`src/rtl/drv_wake_pkg.sv`:
```
package drv_wake_pkg;
   typedef enum logic [2:0] {
      ST_SLEEP = 3'd0,
      ST_INIT  = 3'd1,
      ST_ACK   = 3'd2,
      ST_PULSE = 3'd3,
      ST_STBY  = 3'd4
   } wake_st_e;
endpackage

```
`src/rtl/drv_wake_qual.sv`:
```
// Counts consecutive high samples of the sleep pin while armed.
module drv_wake_qual #(
   parameter int QUAL_CYC = 4
) (
   input  logic clk,
   input  logic rst_n,
   input  logic arm,
   input  logic pin,
   output logic qual
);
   generate
      if (QUAL_CYC == 0) begin : g_direct
         assign qual = arm && pin;
      end else begin : g_count
         localparam int CW = $clog2(QUAL_CYC + 1);
         localparam logic [CW-1:0] LIM = CW'(QUAL_CYC);
         logic [CW-1:0] cnt_q;
         always_ff @(posedge clk or negedge rst_n) begin
            if (!rst_n)              cnt_q <= '0;
            else if (!arm || !pin)   cnt_q <= '0;
            else if (cnt_q != LIM)   cnt_q <= cnt_q + 1'b1;
         end
         assign qual = arm && pin && (cnt_q == LIM);
      end
   endgenerate
endmodule

```
`src/rtl/drv_wake_timer.sv`:
```
// Measures time spent in initialization and flags both milestones.
module drv_wake_timer #(
   parameter int COM_CYC = 3,
   parameter int RDY_CYC = 8
) (
   input  logic clk,
   input  logic rst_n,
   input  logic run,
   output logic com_reached,
   output logic rdy_hit
);
   localparam int TW = $clog2(RDY_CYC + 1);
   localparam logic [TW-1:0] COM_T = TW'(COM_CYC);
   localparam logic [TW-1:0] RDY_T = TW'(RDY_CYC);
   localparam logic [TW-1:0] RDY_M1 = TW'(RDY_CYC - 1);
   logic [TW-1:0] t_q;

   always_ff @(posedge clk or negedge rst_n) begin
      if (!rst_n)            t_q <= '0;
      else if (!run)         t_q <= '0;
      else if (t_q != RDY_T) t_q <= t_q + 1'b1;
   end

   assign com_reached = run && (t_q >= COM_T);
   assign rdy_hit     = run && (t_q == RDY_M1);
endmodule

```
`src/rtl/drv_wake_pulse.sv`:
```
// Measures a low excursion of the sleep pin while waiting for the wake pulse.
module drv_wake_pulse #(
   parameter int PULSE_MAX = 5
) (
   input  logic clk,
   input  logic rst_n,
   input  logic arm,
   input  logic pin,
   output logic done,
   output logic tmo
);
   localparam int LW = $clog2(PULSE_MAX + 1);
   localparam logic [LW-1:0] LIM_M1 = LW'(PULSE_MAX - 1);
   logic [LW-1:0] low_q;

   always_ff @(posedge clk or negedge rst_n) begin
      if (!rst_n)          low_q <= '0;
      else if (!arm || pin) low_q <= '0;
      else if (low_q != LIM_M1) low_q <= low_q + 1'b1;
   end

   assign done = arm && pin && (low_q != '0);
   assign tmo  = arm && !pin && (low_q == LIM_M1);
endmodule

```
`src/rtl/drv_wake_seq.sv`:
```
module drv_wake_seq
   import drv_wake_pkg::*;
#(
   parameter int QUAL_CYC  = 4,
   parameter int COM_CYC   = 3,
   parameter int RDY_CYC   = 8,
   parameter int PULSE_MAX = 5,
   parameter int DIAG_W    = 3,
   parameter int HOLD_DIAG = 5
) (
   input  logic              clk,
   input  logic              rst_n,
   input  logic              sleep_pin_i,
   input  logic              por_rel_i,
   input  logic              variant_i,
   input  logic [DIAG_W-1:0] diag_i,
   input  logic              clr_i,
   output logic              fault_n_o,
   output logic              hiz_o,
   output logic [2:0]        st_o,
   output logic              com_rdy_o
);
   localparam logic [DIAG_W-1:0] HOLD_CODE = DIAG_W'(HOLD_DIAG);

   generate
      if (RDY_CYC <= COM_CYC || COM_CYC < 1 || PULSE_MAX < 2) begin : g_bad_cfg
         $error("drv_wake_seq: need RDY_CYC > COM_CYC >= 1 and PULSE_MAX >= 2");
      end
   endgenerate

   wake_st_e st_q, st_d;
   logic     por_src_q;
   logic     qual, com_reached, rdy_hit, pls_done, pls_tmo, drop;

   drv_wake_qual #(.QUAL_CYC(QUAL_CYC)) u_qual (
      .clk(clk), .rst_n(rst_n), .arm(st_q == ST_SLEEP),
      .pin(sleep_pin_i), .qual(qual)
   );

   drv_wake_timer #(.COM_CYC(COM_CYC), .RDY_CYC(RDY_CYC)) u_timer (
      .clk(clk), .rst_n(rst_n), .run(st_q == ST_INIT),
      .com_reached(com_reached), .rdy_hit(rdy_hit)
   );

   drv_wake_pulse #(.PULSE_MAX(PULSE_MAX)) u_pulse (
      .clk(clk), .rst_n(rst_n), .arm(st_q == ST_PULSE),
      .pin(sleep_pin_i), .done(pls_done), .tmo(pls_tmo)
   );

   assign drop = !sleep_pin_i && !por_src_q &&
                 (st_q == ST_INIT || st_q == ST_ACK || st_q == ST_STBY);

   always_comb begin
      st_d = st_q;
      unique case (st_q)
         ST_SLEEP: if (por_rel_i || qual) st_d = ST_INIT;
         ST_INIT:  if (rdy_hit) begin
                      if (variant_i)                st_d = ST_ACK;
                      else if (diag_i == HOLD_CODE) st_d = ST_PULSE;
                      else                          st_d = ST_STBY;
                   end
         ST_ACK:   if (clr_i) st_d = ST_STBY;
         ST_PULSE: if (pls_tmo) st_d = ST_SLEEP;
                   else if (pls_done) st_d = ST_STBY;
         ST_STBY:  st_d = ST_STBY;
         default:  st_d = ST_SLEEP;
      endcase
      if (drop) st_d = ST_SLEEP;
   end

   always_ff @(posedge clk or negedge rst_n) begin
      if (!rst_n) begin
         st_q      <= ST_SLEEP;
         por_src_q <= 1'b0;
      end else begin
         st_q <= st_d;
         if (st_q == ST_SLEEP)  por_src_q <= por_rel_i;
         else if (sleep_pin_i)  por_src_q <= 1'b0;
      end
   end

   assign st_o      = st_q;
   assign hiz_o     = (st_q != ST_STBY);
   assign com_rdy_o = (st_q == ST_INIT) ? com_reached : (st_q != ST_SLEEP);
   assign fault_n_o = !(com_rdy_o && st_q != ST_STBY);
endmodule

```
`config.mk`:
```
export PLATFORM = sky130hd
export DESIGN_NAME = drv_wake_seq
export DESIGN_NICKNAME = d
export VERILOG_FILES = /design/src/rtl/drv_wake_pkg.sv /design/src/rtl/drv_wake_qual.sv /design/src/rtl/drv_wake_timer.sv /design/src/rtl/drv_wake_pulse.sv /design/src/rtl/drv_wake_seq.sv
export SDC_FILE = /design/constraint.sdc
export NUM_CORES = 1
export LEC_CHECK = 0
export BUFFER_PORTS_ARGS = -buffer_cell sky130_fd_sc_hd__buf_2
export CAP_MARGIN = 20
export CORE_UTILIZATION = 56
export DETAILED_ROUTE_END_ITERATION = 8
export GPL_TIMING_DRIVEN = 0
export PLACE_DENSITY = 0.87
export SYNTH_ARGS = -nofsm -noshare
export SYNTH_HDL_FRONTEND = slang
export SYNTH_SLANG_ARGS = --single-unit
export TNS_END_PERCENT = 100
```
`constraint.sdc`:
```
create_clock -name clk -period 3.03 [get_ports clk]
set_clock_uncertainty 0.1 [all_clocks]
set_input_delay 0 -clock clk [delete_from_list [all_inputs] [get_ports clk]]
set_output_delay 0 -clock clk [all_outputs]
set_load 0.05 [all_outputs]
```
# Yosys cells after proc, flatten, opt, wreduce, memory -nomap -nowiden
# Index checks and enable logic that the tools add are counted.
dict set report word_totals {
  reg_bits 14
  output_inout_bits 6
  wordCells 72
  in_bits 9
}
dict set report classes {
  order_cmp 1
  n_eq_ne 17
  n_reduce_logical 28
  addsub 3
  n_mux 18
}
# operator n
set op_table {}
lappend op_table {{3-bit two-way mux} 12}
lappend op_table {{3-bit inequality test, second input constant} 6}
lappend op_table {{3-bit one-hot mux with 5 select lines} 1}
lappend op_table {{3-bit == test, second input constant} 4}
lappend op_table {{1-bit logical AND} 11}
lappend op_table {{4-bit two-way mux} 2}
lappend op_table {{4-bit inequality test, second input constant} 2}
lappend op_table {{3-bit by 1-bit adder with 3-bit output, second input constant} 2}
lappend op_table {{3-bit by 2-bit == test with 1-bit output, second input constant} 2}
lappend op_table {{2-bit nonzero test} 3}
lappend op_table {{3-bit nonzero test} 2}
lappend op_table {{1-bit zero test} 5}
lappend op_table {{1-bit logical OR} 5}
lappend op_table {{4-bit by 1-bit adder with 4-bit output, second input constant} 1}
lappend op_table {{4-bit by 3-bit == test with 1-bit output, second input constant} 1}
lappend op_table {{4-bit by 2-bit >= comparator with 1-bit output, second input constant} 1}
lappend op_table {{4-bit AND reduction} 1}
lappend op_table {{3-bit by 1-bit == test with 1-bit output, second input constant} 1}
lappend op_table {{3-bit zero test} 1}
lappend op_table {{1-bit two-way mux} 3}
lappend op_table {{2-bit inequality test, second input constant} 1}

# Logic depth before layout (Yosys ltp)
dict set report depth {
  word_depth 7
  ltp_mapped 6
}

# Cells and area by module
# A second synthesis with hierarchy kept.
dict set report unflattened {
  hier_cells 113
  hier_area_um2 1047.3
}
# mod area_each_um2 cells_per_inst n_inst
set modules_own_cells {}
lappend modules_own_cells {drv_wake_seq 411.6 48 1}
lappend modules_own_cells {drv_wake_timer 247.7 23 1}
lappend modules_own_cells {drv_wake_pulse 207.7 23 1}
lappend modules_own_cells {drv_wake_qual 180.2 19 1}

# Worst setup path before layout
# No wires, ideal clock.
dict set report synth_timing {
  kind {reg-to-output}
  start {register st_q[2] (netlist: st_o[2])}
  end {output fault_n_o}
  path_buffers 1
  t_arrival_ns 2.111
  setup_slack_ns 0.819
  stages_incl_launch_ff 4
  required_ns 2.930
  path_cell_list {dfrtp_1 buf_2 or4_1 a21oi_1}
}
dict set report synth_between {
  elab_chain_len 5
}
# element line
set synth_lines {}
lappend synth_lines {{start: declaration} drv_wake_seq.sv:31} ;# wake_st_e st_q, st_d;
lappend synth_lines {{start signal: assignment} drv_wake_seq.sv:76} ;# st_q <= st_d;
lappend synth_lines {{3-bit by 1-bit == test with 1-bit output} {drv_wake_seq.sv:41, drv_wake_seq.sv:84}}
lappend synth_lines {{1-bit logical AND} drv_wake_timer.sv:24} ;# assign com_reached = run && (t_q >= COM_T);
lappend synth_lines {{1-bit two-way mux} drv_wake_seq.sv:84} ;# assign com_rdy_o = (st_q == ST_INIT) ? com_reached : (st_q != ST_SLEEP);
lappend synth_lines {{1-bit logical AND *} drv_wake_seq.sv:85} ;# assign fault_n_o = !(com_rdy_o && st_q != ST_STBY);
lappend synth_lines {{1-bit zero test *} drv_wake_seq.sv:85}
lappend synth_lines {{end: declaration} drv_wake_seq.sv:18} ;# output logic fault_n_o,
# Mark *: on every way between the ends. The rest lies on a longest branch, timed or not.

# Worst setup path in the final report
dict set report layout_timing {
  start {register u_pulse.low_q[0]}
  end {register st_q[1] (netlist: st_o[1])}
}
dict set report layout_between {
  elab_chain_len 5
}
# element line
set layout_lines {}
lappend layout_lines {{start: declaration} drv_wake_pulse.sv:14} ;# logic [LW-1:0] low_q;
lappend layout_lines {{start signal: assignment} drv_wake_pulse.sv:19} ;# else if (low_q != LIM_M1) low_q <= low_q + 1'b1;
lappend layout_lines {{3-bit == test} drv_wake_pulse.sv:23} ;# assign tmo = arm && !pin && (low_q == LIM_M1);
lappend layout_lines {{1-bit logical AND} drv_wake_pulse.sv:23}
lappend layout_lines {{3-bit two-way mux} drv_wake_seq.sv:63} ;# ST_PULSE: if (pls_tmo) st_d = ST_SLEEP;
lappend layout_lines {{3-bit one-hot mux with 5 select lines} drv_wake_seq.sv:55} ;# unique case (st_q)
lappend layout_lines {{3-bit two-way mux} drv_wake_seq.sv:68} ;# if (drop) st_d = ST_SLEEP;
# Several ways; a longest one is shown, not always the timed one.
# A chain may end at the register's enable or synchronous reset.

==> flow_summary.ini <==
[sta]
setup_viol = 0
final.setup.worst_slack_ns = 1.05
rsz0062_at_grt = false
max_clock_freq_mhz = 505
drv_slew = 0
tns_ns = 0
worst_pin_slew_ns = 0.385
layout_min_cycle_time_ns = 1.98
min_period_over_period_pct = 65.4
relSlewSlack_pct = 74.0
hold_ws_ns = 0.0400
hold_viol_final = 0

[yosys]
synth_top_area_share_pct = 38.6
synth_cell_types = 32
syn_area_um2 = 907
synth_area_leaders = dfrtp_1, ha_1, nor2_1, nand2_1, nor3_1
syn_nets = 119
synth_cells = 104
ys_ff_latch = 14
ys_warn_count = 0
synth_area_leader_cell = dfrtp_1
avgSynthCellArea_um2 = 8.72
yosysSeqAreaShare_pct = 38.6

[global_route]
grt_pass1_wl_um = 3250
grt_usage_pct = 24.6
grt_pass1_vias = 808
grt_antenna_before_repair = 0
grt_max_degree = 15
grt_overflow_total = 0

[worst_setup_path]
cpPeakStageDelay_ns = 0.42
cp_num_buf_inv = 1
cp_max_fo = 4
crit_chain = inv_1 -> ha_1 -> nand2_1 -> nor4b_1 -> o31ai_2 -> mux2_4
end_kind = register
cp_top_family = flip-flops
critPathSlowestCell = dfrtp_1
cp.required_ns = 3.09
crit_type = reg -> reg
cp.arrival_ns = 2.05
cp-start-kind = register

[power_and_ir_drop]
powerDensity_nw_per_um2 = 924
p_leak_nw = 0.495
peakVddDrop_mv = 0.635

[final_layout]
final_cells = 142
multi_input_area_um2 = 502
design_area_um2 = 1070
fillers = 116
nets = 143
syn2layout_area_growth_pct = 17.9
register_area_um2 = 350
diodes = 0
drive_above_1_share_pct = 19.0

[detailed_routing]
vias_per_cell = 5.73
drc = 0
antenna_left = 0
routed_wl_um = 1820
drtIter0Drc = 7
num_vias = 813
wire_per_inst_um = 12.8
drtPass1Iterations = 4

[place]
pre_cts_slack_ns = 1.06
hpwl_um = 1350
portBuffers = 14
dp_cells = 134
routabilityCongestion = 0.751
postPlaceCellArea_um2 = 997

[clock_network]
numCtsBuffers = 3
cts_setup_buffers = 0
clk_latency_ns = 0.28
cts.sinks = 14
clock_path_buffers = 2
cts.clk_slew.worst_paths_ns = 0.08
cts_tree = done
root_buffer = clkbuf_4
htreeDepth = 1

[die]
core_um2 = 1510
pin_count = 15
die_x_um = 42.2
rows = 14
initial_core_util_pct = 60.2
die_area_um2 = 1780
die_h_um = 42.2

[outcome]
outcome = finished clean

[flow_run]
maxCapViolCount = 0

[min_path]
hp-class = in -> async
## synth_stat cells, drive strengths merged
cell / count
inv: 8
o21ai: 6
nor3: 6
mux2i: 1
nor4b: 1
nand3: 4
o21a: 1
nor2: 13
xor2: 2
dfrtp: 14
o31ai: 2
and3b: 2
ha: 6
nor2b: 1
mux2: 1
or4b: 1
clkbuf: 1
buf: 3
a211oi: 2
nand3b: 2
o211ai: 1
or3b: 1
a21oi: 5
or4: 1
nand4b: 1
nand2: 12
nand2b: 2
xnor2: 3
or3: 1
## state kept, by name, indices dropped and copies added, names as in the netlist
signal / count
st_o: 3
u_timer.t_q: 4
por_src_q: 1
u_qual.g_count.cnt_q: 3
u_pulse.low_q: 3
## path summary, 6_finish.rpt
path	cells past startpoint	from	end	slack, ns
worst max-delay path	6	u_pulse.low_q[0]	st_o[1]	1.05
worst min-delay path	2	rst_n	st_o[0]	0.04
worst max register to register	6	u_pulse.low_q[0]	st_o[1]	1.05
worst min register to register	2	u_timer.t_q[1]	u_timer.t_q[1]	0.48
max in group asynchronous	2	rst_n	u_qual.g_count.cnt_q[0]	2.54
min in group clk	5	diag_i[0]	st_o[0]	0.14
## through the flow
| stage | power, mW | util, % |
|---|---|---|
| floorplan | 0.747 | - |
| global placement | 0.847 | 66.2 |
| detailed placement | 0.872 | 66.2 |
| CTS | 0.993 | 71.0 |
| global route | 1.06 | 71.0 |
| finish | 0.988 | 71.0 |
## per-layer routing
| metal | vias to the layer above | share of wire [%] | GRT usage [%] |
|---|---|---|---|
| met4 | 0 | 6.3 | 23.8 |
| met5 | - | 0 | 0 |
| met1 | 378 | 43 | 27.2 |
| li1 | 404 | - | - |
| met2 | 19 | 48 | 38.8 |
| met3 | 12 | 2.7 | 4.31 |
## power by group
part / switching [mW] / internal (mW)
Clock: 0.0572 / 0.0461
Combinational: 0.395 / 0.218
Sequential: 0.0378 / 0.234
Total: 0.490 / 0.498
## logic make-up after synthesis
kind of cell               Yosys count  synth area share [%]
adders and majority gates            6                  8.28
DFF                                 14                  38.6
buffers and inverters               12                  6.07
xor gates and xnor gates             5                  4.83
AOI/OAI and AO/OA                   17                  12.0
muxes                                2                  2.76
and+or+nand+nor                     48                  27.4
## area by class of cell
class	count	share of cell area, %
Sequential cell	14	32.7
Clock buffer	3	2.11
Tap cell	16	1.87
Timing Repair Buffer	19	11.2
Multi-Input combinational cell	78	46.9
Buffer	4	2.34
Inverter	8	2.81
## layout by cell type (no fill, tap or decap), types with 2 or more instances in the layout
master,instances
buf_2,16
dfrtp_1,14
nor2_1,13
nand2_1,12
inv_1,8
nor3_1,6
ha_1,6
o21ai_0,5
a21oi_1,5
dlygate4sd3_1,5
nand3_1,4
xnor2_1,3
clkbuf_4,3
nand3b_1,2
a211oi_1,2
and3b_1,2
xor2_1,2
nand2b_1,2
## what timing repair did
action / 4_1_cts / 5_1_grt
hold buffers: 5 / 0
hold endpoints to repair: 19 / 0
resized for setup: 0 / 0
No activity file was read; power rests on OpenSTA's default activity.
